==> src/rtl/blkdisp_pkg.sv <==
package blkdisp_pkg;

  // Ring pointer advance with wrap at 'size'.
  function automatic int unsigned next_ring(int unsigned cur, int unsigned size);
    return (cur + 1 >= size) ? 0 : cur + 1;
  endfunction

  // Bit offset of an input word 'chunk' inside a block of W-bit residuals.
  function automatic int unsigned chunk_lsb(int unsigned chunk, int unsigned w);
    return chunk * 4 * w;
  endfunction

endpackage

==> src/rtl/blkdisp_pool.sv <==
module blkdisp_pool
  import blkdisp_pkg::*;
#(
  parameter int W    = 8,
  parameter int J    = 8,
  parameter int NBUF = 2
) (
  input  logic             clk,
  input  logic             rst_n,
  input  logic             wr_en,
  input  logic [4*W-1:0]   wr_data,
  input  logic             pop,
  output logic             space,
  output logic             head_full,
  output logic [J*W-1:0]   head_data
);
  localparam int CHUNKS = J / 4;
  localparam int CW     = (CHUNKS > 1) ? $clog2(CHUNKS) : 1;
  localparam int BW     = $clog2(NBUF);
  localparam int WORD   = 4 * W;

  logic [J*W-1:0] mem [NBUF];
  logic [NBUF-1:0] full;
  logic [BW-1:0]   wr_idx, rd_idx;
  logic [CW-1:0]   chunk;

  wire chunk_last = (chunk == CW'(CHUNKS - 1));
  wire blk_done   = wr_en && chunk_last;

  always_ff @(posedge clk) begin
    if (!rst_n) begin
      full   <= '0;
      wr_idx <= '0;
      rd_idx <= '0;
      chunk  <= '0;
    end else begin
      if (pop) begin
        full[rd_idx] <= 1'b0;
        rd_idx       <= BW'(next_ring(32'(rd_idx), NBUF));
      end
      if (blk_done) begin
        full[wr_idx] <= 1'b1;
        wr_idx       <= BW'(next_ring(32'(wr_idx), NBUF));
      end
      if (wr_en) chunk <= chunk_last ? '0 : chunk + 1'b1;
    end
  end

  always_ff @(posedge clk) begin
    if (wr_en) mem[wr_idx][chunk_lsb(32'(chunk), W) +: WORD] <= wr_data;
  end

  assign space     = !full[wr_idx];
  assign head_full = full[rd_idx];
  assign head_data = mem[rd_idx];

  p_pop_has_block_r6: assert property (@(posedge clk) disable iff (!rst_n)
    pop |-> head_full);
  p_no_overwrite_r7: assert property (@(posedge clk) disable iff (!rst_n)
    wr_en |-> (!full[wr_idx] || (pop && rd_idx == wr_idx)));
  p_fill_marks_r2: assert property (@(posedge clk) disable iff (!rst_n)
    blk_done |=> full[$past(wr_idx)]);

endmodule

==> src/rtl/blkdisp_lane.sv <==
module blkdisp_lane #(
  parameter int W = 8,
  parameter int J = 8
) (
  input  logic           clk,
  input  logic           rst_n,
  input  logic           load,
  input  logic [J*W-1:0] load_data,
  output logic           free,
  output logic           o_valid,
  output logic [W-1:0]   o_data,
  output logic           o_last
);
  localparam int CW = $clog2(J);

  logic [J*W-1:0] sr;
  logic [CW-1:0]  cnt;
  logic           busy;

  wire is_last = busy && (cnt == CW'(J - 1));

  always_ff @(posedge clk) begin
    if (!rst_n) begin
      busy <= 1'b0;
      cnt  <= '0;
    end else if (load) begin
      busy <= 1'b1;
      cnt  <= '0;
    end else if (busy) begin
      if (is_last) busy <= 1'b0;
      cnt <= cnt + 1'b1;
    end
  end

  always_ff @(posedge clk) begin
    if (load)      sr <= load_data;
    else if (busy) sr <= sr >> W;
  end

  assign free    = !busy || is_last;
  assign o_valid = busy;
  assign o_data  = sr[W-1:0];
  assign o_last  = is_last;

  p_load_when_free_r8: assert property (@(posedge clk) disable iff (!rst_n)
    load |-> (!o_valid || o_last));
  p_load_starts_r3: assert property (@(posedge clk) disable iff (!rst_n)
    load |=> (o_valid && cnt == '0));
  p_stream_ends_r3: assert property (@(posedge clk) disable iff (!rst_n)
    (o_last && !load) |=> !o_valid);

endmodule

==> src/rtl/blkdisp_top.sv <==
module blkdisp_top
  import blkdisp_pkg::*;
#(
  parameter int W      = 8,
  parameter int J      = 8,
  parameter int NLANES = 4,
  parameter int NBUF   = 2,
  parameter int SEQW   = 3
) (
  input  logic                 clk,
  input  logic                 rst_n,
  input  logic                 in_valid,
  output logic                 in_ready,
  input  logic [4*W-1:0]       in_data,
  output logic [NLANES-1:0]    lane_start_valid,
  input  logic [NLANES-1:0]    lane_start_ready,
  output logic [SEQW-1:0]      start_seq,
  output logic [NLANES-1:0]    lane_valid,
  output logic [NLANES*W-1:0]  lane_data,
  output logic [NLANES-1:0]    lane_last
);
  localparam int LW = $clog2(NLANES);

  logic [LW-1:0]     rr;
  logic [SEQW-1:0]   seq;
  logic [NLANES-1:0] lane_free;
  logic [NLANES-1:0] fire_vec;
  logic              pop, space, head_full, wr_en;
  logic [J*W-1:0]    head_data;

  always_comb begin
    for (int i = 0; i < NLANES; i++)
      lane_start_valid[i] = head_full && (rr == LW'(i)) && lane_free[i];
  end

  assign fire_vec = lane_start_valid & lane_start_ready;
  assign pop      = |fire_vec;
  assign in_ready = space || pop;
  assign wr_en    = in_valid && in_ready;
  assign start_seq = seq;

  always_ff @(posedge clk) begin
    if (!rst_n) begin
      rr  <= '0;
      seq <= '0;
    end else if (pop) begin
      rr  <= LW'(next_ring(32'(rr), NLANES));
      seq <= seq + 1'b1;
    end
  end

  blkdisp_pool #(.W(W), .J(J), .NBUF(NBUF)) u_pool (
    .clk       (clk),
    .rst_n     (rst_n),
    .wr_en     (wr_en),
    .wr_data   (in_data),
    .pop       (pop),
    .space     (space),
    .head_full (head_full),
    .head_data (head_data)
  );

  for (genvar g = 0; g < NLANES; g++) begin : g_lane
    blkdisp_lane #(.W(W), .J(J)) u_lane (
      .clk       (clk),
      .rst_n     (rst_n),
      .load      (fire_vec[g]),
      .load_data (head_data),
      .free      (lane_free[g]),
      .o_valid   (lane_valid[g]),
      .o_data    (lane_data[g*W +: W]),
      .o_last    (lane_last[g])
    );
  end

  p_one_start_r9: assert property (@(posedge clk) disable iff (!rst_n)
    $onehot0(fire_vec));
  p_seq_step_r5: assert property (@(posedge clk) disable iff (!rst_n)
    pop |=> start_seq == $past(start_seq) + SEQW'(1));
  p_rr_step_r4: assert property (@(posedge clk) disable iff (!rst_n)
    pop |=> rr == LW'(next_ring(32'($past(rr)), NLANES)));
  p_wait_turn_r6: assert property (@(posedge clk) disable iff (!rst_n)
    (head_full && !lane_start_ready[rr]) |=> (head_full && $stable(rr)));

endmodule

==> config.mk <==
export PLATFORM = sky130hd
export DESIGN_NAME = blkdisp_top
export DESIGN_NICKNAME = d
export VERILOG_FILES = /design/src/rtl/blkdisp_pkg.sv /design/src/rtl/blkdisp_pool.sv /design/src/rtl/blkdisp_lane.sv /design/src/rtl/blkdisp_top.sv
export SDC_FILE = /design/constraint.sdc
export NUM_CORES = 1
export LEC_CHECK = 0
export ABC_AREA = 1
export BUFFER_PORTS_ARGS = -buffer_cell sky130_fd_sc_hd__clkbuf_2
export CORE_MARGIN = 4
export CORE_UTILIZATION = 50
export DETAILED_ROUTE_END_ITERATION = 10
export HOLD_SLACK_MARGIN = 0.12
export PLACE_DENSITY_LB_ADDON = 0.1
export SKIP_CTS_REPAIR_TIMING = 1
export SYNTH_ARGS = -nofsm -noshare
export SYNTH_HDL_FRONTEND = slang
export SYNTH_SLANG_ARGS = --single-unit
==> constraint.sdc <==
create_clock -name clk -period 5 [get_ports clk]
set_input_delay 0.25 -clock clk [delete_from_list [all_inputs] [get_ports clk]]
set_output_delay 0.25 -clock clk [all_outputs]
set_load 0.05 [all_outputs]
==> results of run 1 <==
==> registers in the layout, summed over array words and instances, names as in the netlist, named ones only <==
signal,count
g_lane.u_lane.cnt,12
g_lane.u_lane.o_valid,4
u_pool.full,2
u_pool.rd_idx,1
u_pool.chunk,1
g_lane.u_lane.sr,256
u_pool.wr_idx,1
u_pool.mem,128
rr,2
start_seq,3
==> placed cells by master, fill, tap and decap left out, drive strengths merged <==
cell type and n:
edfxtp 384, clkbuf 151, nand3b 1, clkinv 13, a21oi 18, mux2i 8, nor2 92, inv 92
buf 14, o21ai 5, mux2 56, dfxtp 27, nand4 2, dlygate4sd3 29, nand2 748, ha 14
xnor2 4, a211oi 1, nor3 4, nand3 5
==> worst max-delay path: cells and delay by family, from the launching register on <==
kind            cells  cell delay (ps)
simple gates        6             1900
flops               1              350
fa+ha+maj           2              350
compound gates      1              210
buf+inv             1               50
==> cells by family (layout without fill, tap and decap cells) <==
| family | Yosys count | in the layout |
|---|---|---|
| AND/OR/NAND/NOR | 852 | 852 |
| flip-flops | 411 | 411 |
| XOR/XNOR | 4 | 4 |
| buffers and inverters | 201 | 299 |
| multiplexers | 64 | 64 |
| AO/OA/AOI/OAI | 24 | 24 |
| adder cells (fa/ha/maj) | 14 | 14 |
==> per-layer routing <==
layer	share of wire, %	vias up	track usage, %	routed length [um]
li1	-	5211	-	-
met1	42	4861	28.7	17200
met2	49	306	35.9	20000
met3	4.5	92	2.85	1810
met4	3.9	0	6.95	1600
met5	0	-	0	0
==> path summary, 6_finish.rpt <==
kind	startpoint	to	slack [ps]	cells after the start
worst min-delay path	rst_n	u_pool.wr_idx	120	3
worst max-delay path	g_lane[1].u_lane.cnt[0]	u_pool.mem[0][6]	1740	10
worst max register to register	g_lane[1].u_lane.cnt[0]	u_pool.mem[0][6]	1740	10
worst min register to register	g_lane[3].u_lane.cnt[2]	g_lane[3].u_lane.cnt[2]	470	2
==> cells in the mapped netlist <==
master    number
a21oi_1       18
mux2_2        56
buf_1          4
mux2i_1        8
nand4_1        2
nor3_1         4
o21ai_1        1
buf_2         37
nor2_1        89
nand2_4        1
nand3b_1       1
ha_1          14
buf_4         41
nor2_8         1
a211oi_1       1
edfxtp_1     384
clkinv_1       1
clkbuf_1      26
nand2_1      745
dfxtp_1       27
inv_1         89
nand2_2        2
o21ai_0        4
nor2_2         2
nand3_1        5
inv_2          3
xnor2_1        4
==> final cells by class <==
cell class,instances,area [um^2],share of cell area (%)
Sequential cell,411,12100,62.1
Multi-Input combinational cell,958,4380,22.5
Clock buffer,65,1210,6.23
Timing Repair Buffer,129,826,4.24
Tap cell,448,561,2.88
Inverter,93,349,1.79
Clock inverter,12,52.6,0.270
==> metrics by stage <==
step / util, % / total power [uW] / hold slack [ps]
3_3_place_gp: 52.9 / 4390 / 453
4_1_cts: 56.6 / 7300 / 22.4
5_1_grt: 57.4 / 7520 / 120
3_5_place_dp: 52.9 / 4400 / 465
2_1_floorplan: - / 4230 / 410
6_report: 57.4 / 7260 / 122
==> power breakdown <==
| part | internal [uW] | switching, uW |
|---|---|---|
| Sequential | 3860 | 33.3 |
| Clock | 1670 | 1250 |
| Combinational | 126 | 321 |
| Total | 5650 | 1600 |
==> flow_metrics.py, run 1 <==
metrics = {
    "logic_synthesis": {
        "synth_cell_types": 27,
        "synthAdderAreaFrac_pct": 1.01,
        "synth_warnings": 0,
        "synthSimpleGateAreaFrac_pct": 18.8,
        "synth_seq_cells": 411,
        "synth_top_family_by_area": "simple AND/OR/NAND/NOR gates",
        "yosysSeqAreaShare_pct": 69.7,
        "yosysTopAreaCell": "edfxtp_1",
        "synth.top_cell.area_share_pct": 66.6,
        "synth_area_per_cell_um2": 11.0,
        "synth_compound_area_share_pct": 0.708,
        "synth_cells": 1570,
        "synth_nets": 1623,
        "synth_area_um2": 17300,
        "synth.area.top_cells": "edfxtp_1 (67%), nand2_1 (16%), mux2_2 (3.6%)",
        "synth_mux_area_share_pct": 4.10,
        "synth_xor_area_share_pct": 0.202,
    },
    "worst_setup_path": {
        "critical-path-max-stage-delay_ps": 800,
        "crit_top_cell": "ha_1",
        "path_class": "reg2reg",
        "path_max_fanout": 32,
        "required_ps": 5150,
        "cp_cell_sequence": "ha_1 > ha_1 > inv_1 > a21oi_1 > nand3_4 > nand2_1 > nor2_8 > nand2_4 > nand3b_1 > nor2_4",
        "worstPathArrival_ps": 3410,
        "crit_path_end_kind": "flop",
        "slowest_stage": "nor2_4",
        "start_kind": "flop",
    },
    "timing": {
        "rsz0062_at_grt": "no",
        "worst_slew_pin_slew_ps": 1070,
        "setup_slack_ps": 1740,
        "fin_crit_ps": 3260,
        "hold_violations": 0,
        "fmax_mhz": 307,
        "slew_headroom_pct": 28.7,
        "setup_violations": 0,
        "period_share_pct": 65.2,
        "fin_skew_ps": 13.6,
        "setup_tns_ps": 0,
        "drv_slew": 0,
    },
    "route": {
        "drt_iter0_drc": 812,
        "drc": 0,
        "ant_nets": 0,
        "dr.pass1.iters": 5,
        "vias": 10470,
        "viasPerCell": 4.95,
        "drt_wl_total_um": 40600,
        "wl_per_cell_um": 19.2,
    },
    "grt": {
        "grt_pass1_wl_um": 61600,
        "track_usage_pct": 21.2,
        "overflow": 0,
        "grt_start_max_net_pins": 65,
        "grt_pass1_vias": 10243,
        "antenna_found_initial": 0,
    },
    "floorplanning": {
        "die_area_um2": 37700,
        "start_util_pct": 51.1,
        "design.core.area_um2": 33900,
        "die_h_um": 194,
        "row_count": 67,
        "ios": 87,
        "die_x_um": 194,
    },
    "clocking": {
        "ctsHtreeMaxLevel": 2,
        "cts.sinks": 411,
        "clockBufferDepth": 3,
        "clk_pin_slew_ps": 60,
        "clock_tree.root_cell": "clkbuf_16",
        "clk_latency_ps": 540,
        "cts_tree": "built",
        "numCtsBuffers": 44,
    },
    "power_and_ir_drop": {
        "power.density_cell_area_nw_per_um2": 373,
        "p_leak_uw": 0.00807,
        "ir_drop_mv": 0.268,
    },
    "run_status": {
        "status": "finished, final reports clean",
    },
    "min_path": {
        "hold_path.class": "in2reg",
    },
    "placed_design": {
        "pre_cts_ws_ps": 1710,
        "io_buffers": 86,
        "dp_hpwl_um": 24700,
        "gp_congestion": 0.836,
        "post_dp_cell_area_um2": 17900,
        "place_inst": 2010,
    },
    "cells_and_area": {
        "final_area_um2": 19500,
        "instances_no_fill": 2116,
        "area_growth_pct": 12.3,
        "nFillCells": 2852,
        "antenna_cells": 0,
        "num-nets-final": 1690,
        "drive_gt1_share_pct": 14.0,
    },
    "run": {
        "cap_violations": 0,
    },
}
No activity file was read; power rests on OpenSTA's default activity.
==> inputs of run 2 (changes only) <==
==> constraint.sdc (replaced) <==
create_clock -name clk -period 3.3 [get_ports clk]
set_input_delay 0.165 -clock clk [delete_from_list [all_inputs] [get_ports clk]]
set_output_delay 0.165 -clock clk [all_outputs]
set_load 0.05 [all_outputs]
==> run 2 against run 1 <==
  * Critical path depth is 1 higher
  * Largest cell class unchanged
  * Critical path type unchanged
  * Cell count is 0.76% higher
  * Count of clock-buffer cells in the layout is 10 lower
  * Highest routed layer unchanged
  * Setup slack worse by 1000 ps
  * Clock power is 64% higher
  * Sequential power is 51% higher
  * Register-to-register slack worse by 1000 ps
  * Die area stayed put
  * First-iteration DRC count is 1.4% lower
  * Utilization is 0.95 points higher
  * Non-clock buffer count is 16 higher
==> flow_metrics.py, run 2 (synthesized netlist as in run 1, its figures left out) <==
metrics = {
    "placed_design": {
        "dp_hpwl_um": 24300,
        "io_buffers": 86,
        "gp_congestion": 0.811,
        "place_inst": 2019,
    },
    "timing": {
        "setup_tns_ps": 0,
        "worst_slew_pin_slew_ps": 1080,
        "hold_violations": 0,
        "fmax_mhz": 387,
        "fin_crit_ps": 2590,
        "setup_violations": 0,
        "rsz0062_at_grt": "no",
        "period_share_pct": 78.4,
        "fin_skew_ps": 12.0,
        "drv_slew": 0,
        "slew_headroom_pct": 28.0,
    },
    "clocking": {
        "cts_tree": "built",
        "clockBufferDepth": 3,
        "clk_pin_slew_ps": 60,
        "cts.sinks": 411,
        "numCtsBuffers": 43,
        "clock_tree.root_cell": "clkbuf_16",
        "ctsHtreeMaxLevel": 2,
        "clk_latency_ps": 530,
    },
    "power_and_ir_drop": {
        "ir_drop_mv": 0.539,
        "power.density_cell_area_nw_per_um2": 575,
        "internal_power_uw": 8940,
        "p_comb_share_pct": 6.0,
        "clkPwrFrac_pct": 42.2,
        "p_seq_share_pct": 51.8,
        "power.switching_uw": 2420,
        "p_leak_uw": 0.00824,
        "switching_share_pct": 21.3,
    },
    "floorplanning": {
        "die_area_um2": 37700,
        "die_x_um": 194,
        "ios": 87,
        "design.core.area_um2": 33900,
        "row_count": 67,
        "start_util_pct": 51.1,
        "die_h_um": 194,
    },
    "grt": {
        "grt_pass1_wl_um": 61800,
        "track_usage_pct": 21.1,
        "antenna_found_initial": 0,
        "overflow": 0,
        "grt_start_max_net_pins": 68,
        "grt_pass1_vias": 10374,
    },
    "cells_and_area": {
        "largest-register": "g_lane.u_lane.sr",
        "num-nets-final": 1705,
        "layout_commonest_cell": "nand2_1",
        "largest_reg_flops": 256,
        "drive_gt1_share_pct": 14.8,
        "antenna_cells": 0,
        "reg_top3": "g_lane.u_lane.sr: 256 flops, u_pool.mem: 128 flops, g_lane.u_lane.cnt: 12 flops",
        "instances_no_fill": 2132,
        "area_growth_pct": 14.2,
        "final_cell_mix": "nand2_1 (741), edfxtp_1 (384), nor2_1 (87)",
    },
    "route": {
        "wl_per_cell_um": 19.1,
        "drc": 0,
        "drt_wl_total_um": 40700,
        "dr.pass1.iters": 5,
        "vias": 10634,
        "viasPerCell": 4.99,
        "ant_nets": 0,
        "drt_iter0_drc": 801,
    },
    "min_path": {
        "hold_path.class": "in2reg",
    },
    "worst_setup_path": {
        "path_max_fanout": 32,
        "crit_path_end_kind": "flop",
        "worstPathArrival_ps": 2750,
        "required_ps": 3470,
        "path_class": "reg2reg",
        "start_kind": "flop",
    },
    "run": {
        "cap_violations": 0,
    },
    "run_status": {
        "status": "finished, final reports clean",
    },
}
-- run 2: layout make-up --
type / instances / area [um^2]
clock buffers: 55 / 1170
flip-flops and latches: 411 / 12100
inverters: 93 / 349
well taps: 448 / 561
multi-input cells: 958 / 4380
fillers: 2897 / 14100
clock inverters: 22 / 225
repair buffers: 145 / 1010
-- run 2: stage by stage --
step	setup slack, ps	hold slack (ps)	utilization (%)	total power (uW)	cell area [um^2]
after detailed placement	728	464	53.2	6650	18000
after CTS	678	-55.4	57.3	11400	19400
after global placement	801	453	53.2	6640	18000
final	714	185	58.4	11400	19800
after global routing	521	209	58.4	11800	19800
after floorplan	47.6	325	-	6400	17300
-- run 2: power groups by stage --
stage / Sequential [uW] / Combinational [uW] / Clock, uW
2_1_floorplan: 5990 / 412 / 0
3_3_place_gp: 5990 / 650 / 0
3_5_place_dp: 6000 / 655 / 0
4_1_cts: 5890 / 658 / 4870
5_1_grt: 5900 / 748 / 5120
6_report: 5890 / 682 / 4800
-- run 2: routing by layer --
layer,vias to the layer above,wire length [um],global-route usage [%]
met4,0,1630,8.67
met3,95,1930,2.92
li1,5231,-,-
met2,298,19600,35.0
met1,5010,17500,28.3
met5,-,0,0
-- run 2: final timing paths --
path	startpoint	to	slack, ps	cells past startpoint
hold / removal	lane_start_ready[3]	u_pool.rd_idx	180	5
hold reg to reg	g_lane[2].u_lane.cnt[2]	g_lane[2].u_lane.cnt[2]	470	2
setup reg to reg	g_lane[1].u_lane.cnt[0]	u_pool.mem[0][30]	710	11
setup / recovery	g_lane[1].u_lane.cnt[0]	u_pool.mem[0][30]	710	11
-- run 2: worst max-delay path, cell delays in order, from the launching register on --
cell and delay [ps]:
dfxtp_1 350, ha_1 160, ha_1 210, inv_1 60
a21oi_1 210, nand3_4 130, nand2_1 180, nor2_8 90
nand2_4 90, nand3b_1 180, nor2_4 110, buf_4 420
==> inputs of run 3 (changes only) <==
==> constraint.sdc (replaced) <==
create_clock -name clk -period 2.3 [get_ports clk]
set_input_delay 0.115 -clock clk [delete_from_list [all_inputs] [get_ports clk]]
set_output_delay 0.115 -clock clk [all_outputs]
set_load 0.05 [all_outputs]
==> run 3 against run 2 <==
  * Total power grew 41%
  * Cell count increased by 0.23%
  * Maximum frequency increased by 21%
  * Via count is 0.50% lower
  * Wire length shrank 5.6%
  * Global-route usage down 0.72 points
  * Register-to-register slack got worse by 560 ps
  * Count of clock-buffer cells in the layout is 2 higher
  * First-iteration DRC count is 6.9% lower
  * Critical path depth unchanged
  * Worst hold slack gained 39 ps
  * Die area is the same
  * Critical endpoint is now u_pool.mem[0][13]
==> flow_metrics.py, run 3 (synthesized netlist as in run 1, its figures left out) <==
metrics = {
    "run_status": {
        "status": "finished, final reports clean",
    },
    "power_and_ir_drop": {
        "total_power_uw": 16000,
        "power.density_cell_area_nw_per_um2": 799,
        "ir_drop_mv": 0.588,
        "p_leak_uw": 0.00823,
    },
    "floorplanning": {
        "start_util_pct": 51.1,
        "design.core.area_um2": 33900,
        "die_x_um": 194,
        "row_count": 67,
        "die_h_um": 194,
        "ios": 87,
        "die_area_um2": 37700,
    },
    "cells_and_area": {
        "largest_reg_flops": 256,
        "area_growth_pct": 15.5,
        "instances_no_fill": 2137,
        "antenna_cells": 0,
        "reg_top3": "g_lane.u_lane.sr: 256 flops, u_pool.mem: 128 flops, g_lane.u_lane.cnt: 12 flops",
        "drive_gt1_share_pct": 16.1,
        "final_cell_mix": "nand2_1 (740), edfxtp_1 (384), nor2_1 (87)",
        "largest-register": "g_lane.u_lane.sr",
        "num-nets-final": 1711,
        "layout_commonest_cell": "nand2_1",
        "nFillCells": 2779,
    },
    "route": {
        "drt_wl_total_um": 38400,
        "drt_iter0_drc": 746,
        "drc": 0,
        "dr.pass1.iters": 5,
        "ant_nets": 0,
        "vias": 10581,
        "viasPerCell": 4.95,
        "wl_per_cell_um": 18.0,
    },
    "clocking": {
        "ctsHtreeMaxLevel": 2,
        "clockBufferDepth": 3,
        "clock_tree.root_cell": "clkbuf_16",
        "cts_tree": "built",
        "clk_pin_slew_ps": 60,
        "clk_latency_ps": 540,
        "numCtsBuffers": 44,
        "cts.sinks": 411,
    },
    "grt": {
        "grt_pass1_vias": 10362,
        "grt_start_max_net_pins": 68,
        "antenna_found_initial": 0,
        "overflow": 0,
        "track_usage_pct": 20.4,
        "grt_pass1_wl_um": 59900,
    },
    "timing": {
        "rsz0062_at_grt": "no",
        "slew_headroom_pct": 50.4,
        "period_share_pct": 93.2,
        "fmax_mhz": 467,
        "drv_slew": 0,
        "whs_ps": 224,
        "fin_skew_ps": 14.3,
        "worst_slew_pin_slew_ps": 744,
        "hold_violations": 0,
        "setup_violations": 0,
        "fin_crit_ps": 2140,
        "setup_tns_ps": 0,
    },
    "placed_design": {
        "gp_congestion": 0.791,
        "place_inst": 2025,
        "dp_hpwl_um": 24000,
        "io_buffers": 86,
    },
    "worst_setup_path": {
        "path_max_fanout": 32,
        "worstPathArrival_ps": 2360,
        "slowest_stage": "dfxtp_1",
        "cp_cell_sequence": "ha_4 > ha_4 > nor2_4 > nor2_1 > nand3_2 > nand2_4 > nor2_8 > nand2_8 > nand3b_1 > nor2_4 > buf_12",
        "start_kind": "flop",
        "reg2regPathDepth": 11,
        "required_ps": 2520,
        "crit_path_end_kind": "flop",
        "critical-path-max-stage-delay_ps": 370,
        "path_class": "reg2reg",
    },
    "run": {
        "cap_violations": 0,
    },
    "min_path": {
        "hold_depth": 5,
        "hold_path.class": "in2reg",
    },
}
run 3: changes by cell type in the layout (fill, tap and decap cells not counted), sizes merged, moves of 2 or more:
| cell | change |
|---|---|
| bufinv | -3 |
| buf | +7 |
| clkinvlp | +2 |
| inv | -2 |
run 3: worst max-delay path: cells and delay by family (launching register included):
family                     cells  cell delay, ps
DFF                            1             370
buffers and inverters          1             220
and+or+nand+nor                8             920
adders and majority gates      2             290
run 3: path summary, 6_finish.rpt:
| kind | slack (ps) | from | endpoint |
|---|---|---|---|
| setup / recovery | 160 | g_lane[2].u_lane.cnt[1] | u_pool.mem[0][13] |
| hold reg to reg | 480 | start_seq[0] | start_seq[0] |
| hold / removal | 220 | lane_start_ready[1] | g_lane[1].u_lane.cnt[0] |
| setup reg to reg | 160 | g_lane[2].u_lane.cnt[1] | u_pool.mem[0][13] |
run 3: power by group:
| part | internal (uW) | switching, uW | leakage, uW |
|---|---|---|---|
| combinational | 319 | 709 | 0.00387 |
| clock | 3790 | 2720 | 0.000642 |
| sequential | 8390 | 54.3 | 0.00372 |
| total | 12500 | 3480 | 0.00823 |
run 3: per-layer routing:
layer / track usage, % / part of all wire, % / up-vias / wire, um
met5: 0 / 0 / - / 0
met4: 7.19 / 3.3 / 0 / 1270
met3: 3.09 / 5.3 / 68 / 2040
met2: 35.2 / 50 / 307 / 19200
met1: 26.4 / 41 / 4956 / 15800
li1: - / - / 5250 / -
run 3: metrics by stage:
step / instance area [um^2] / utilization, % / setup slack [ps]
after global placement: 18300 / 54.2 / 203
final: 20000 / 59.1 / 157
after detailed placement: 18300 / 54.2 / 127
after global routing: 20000 / 59.1 / 7.55
after CTS: 19700 / 58.0 / 114
after floorplan: 17500 / - / -36.5
run 3: layout make-up:
cell class,instances,area (um^2),share of cell area (%)
tap,448,561,2.80
clock inverter,20,140,0.700
timing repair buffer,150,1200,6.00
multi-input combinational,958,4490,22.5
clock buffer,57,1170,5.85
sequential,411,12100,60.4
inverter,93,357,1.78
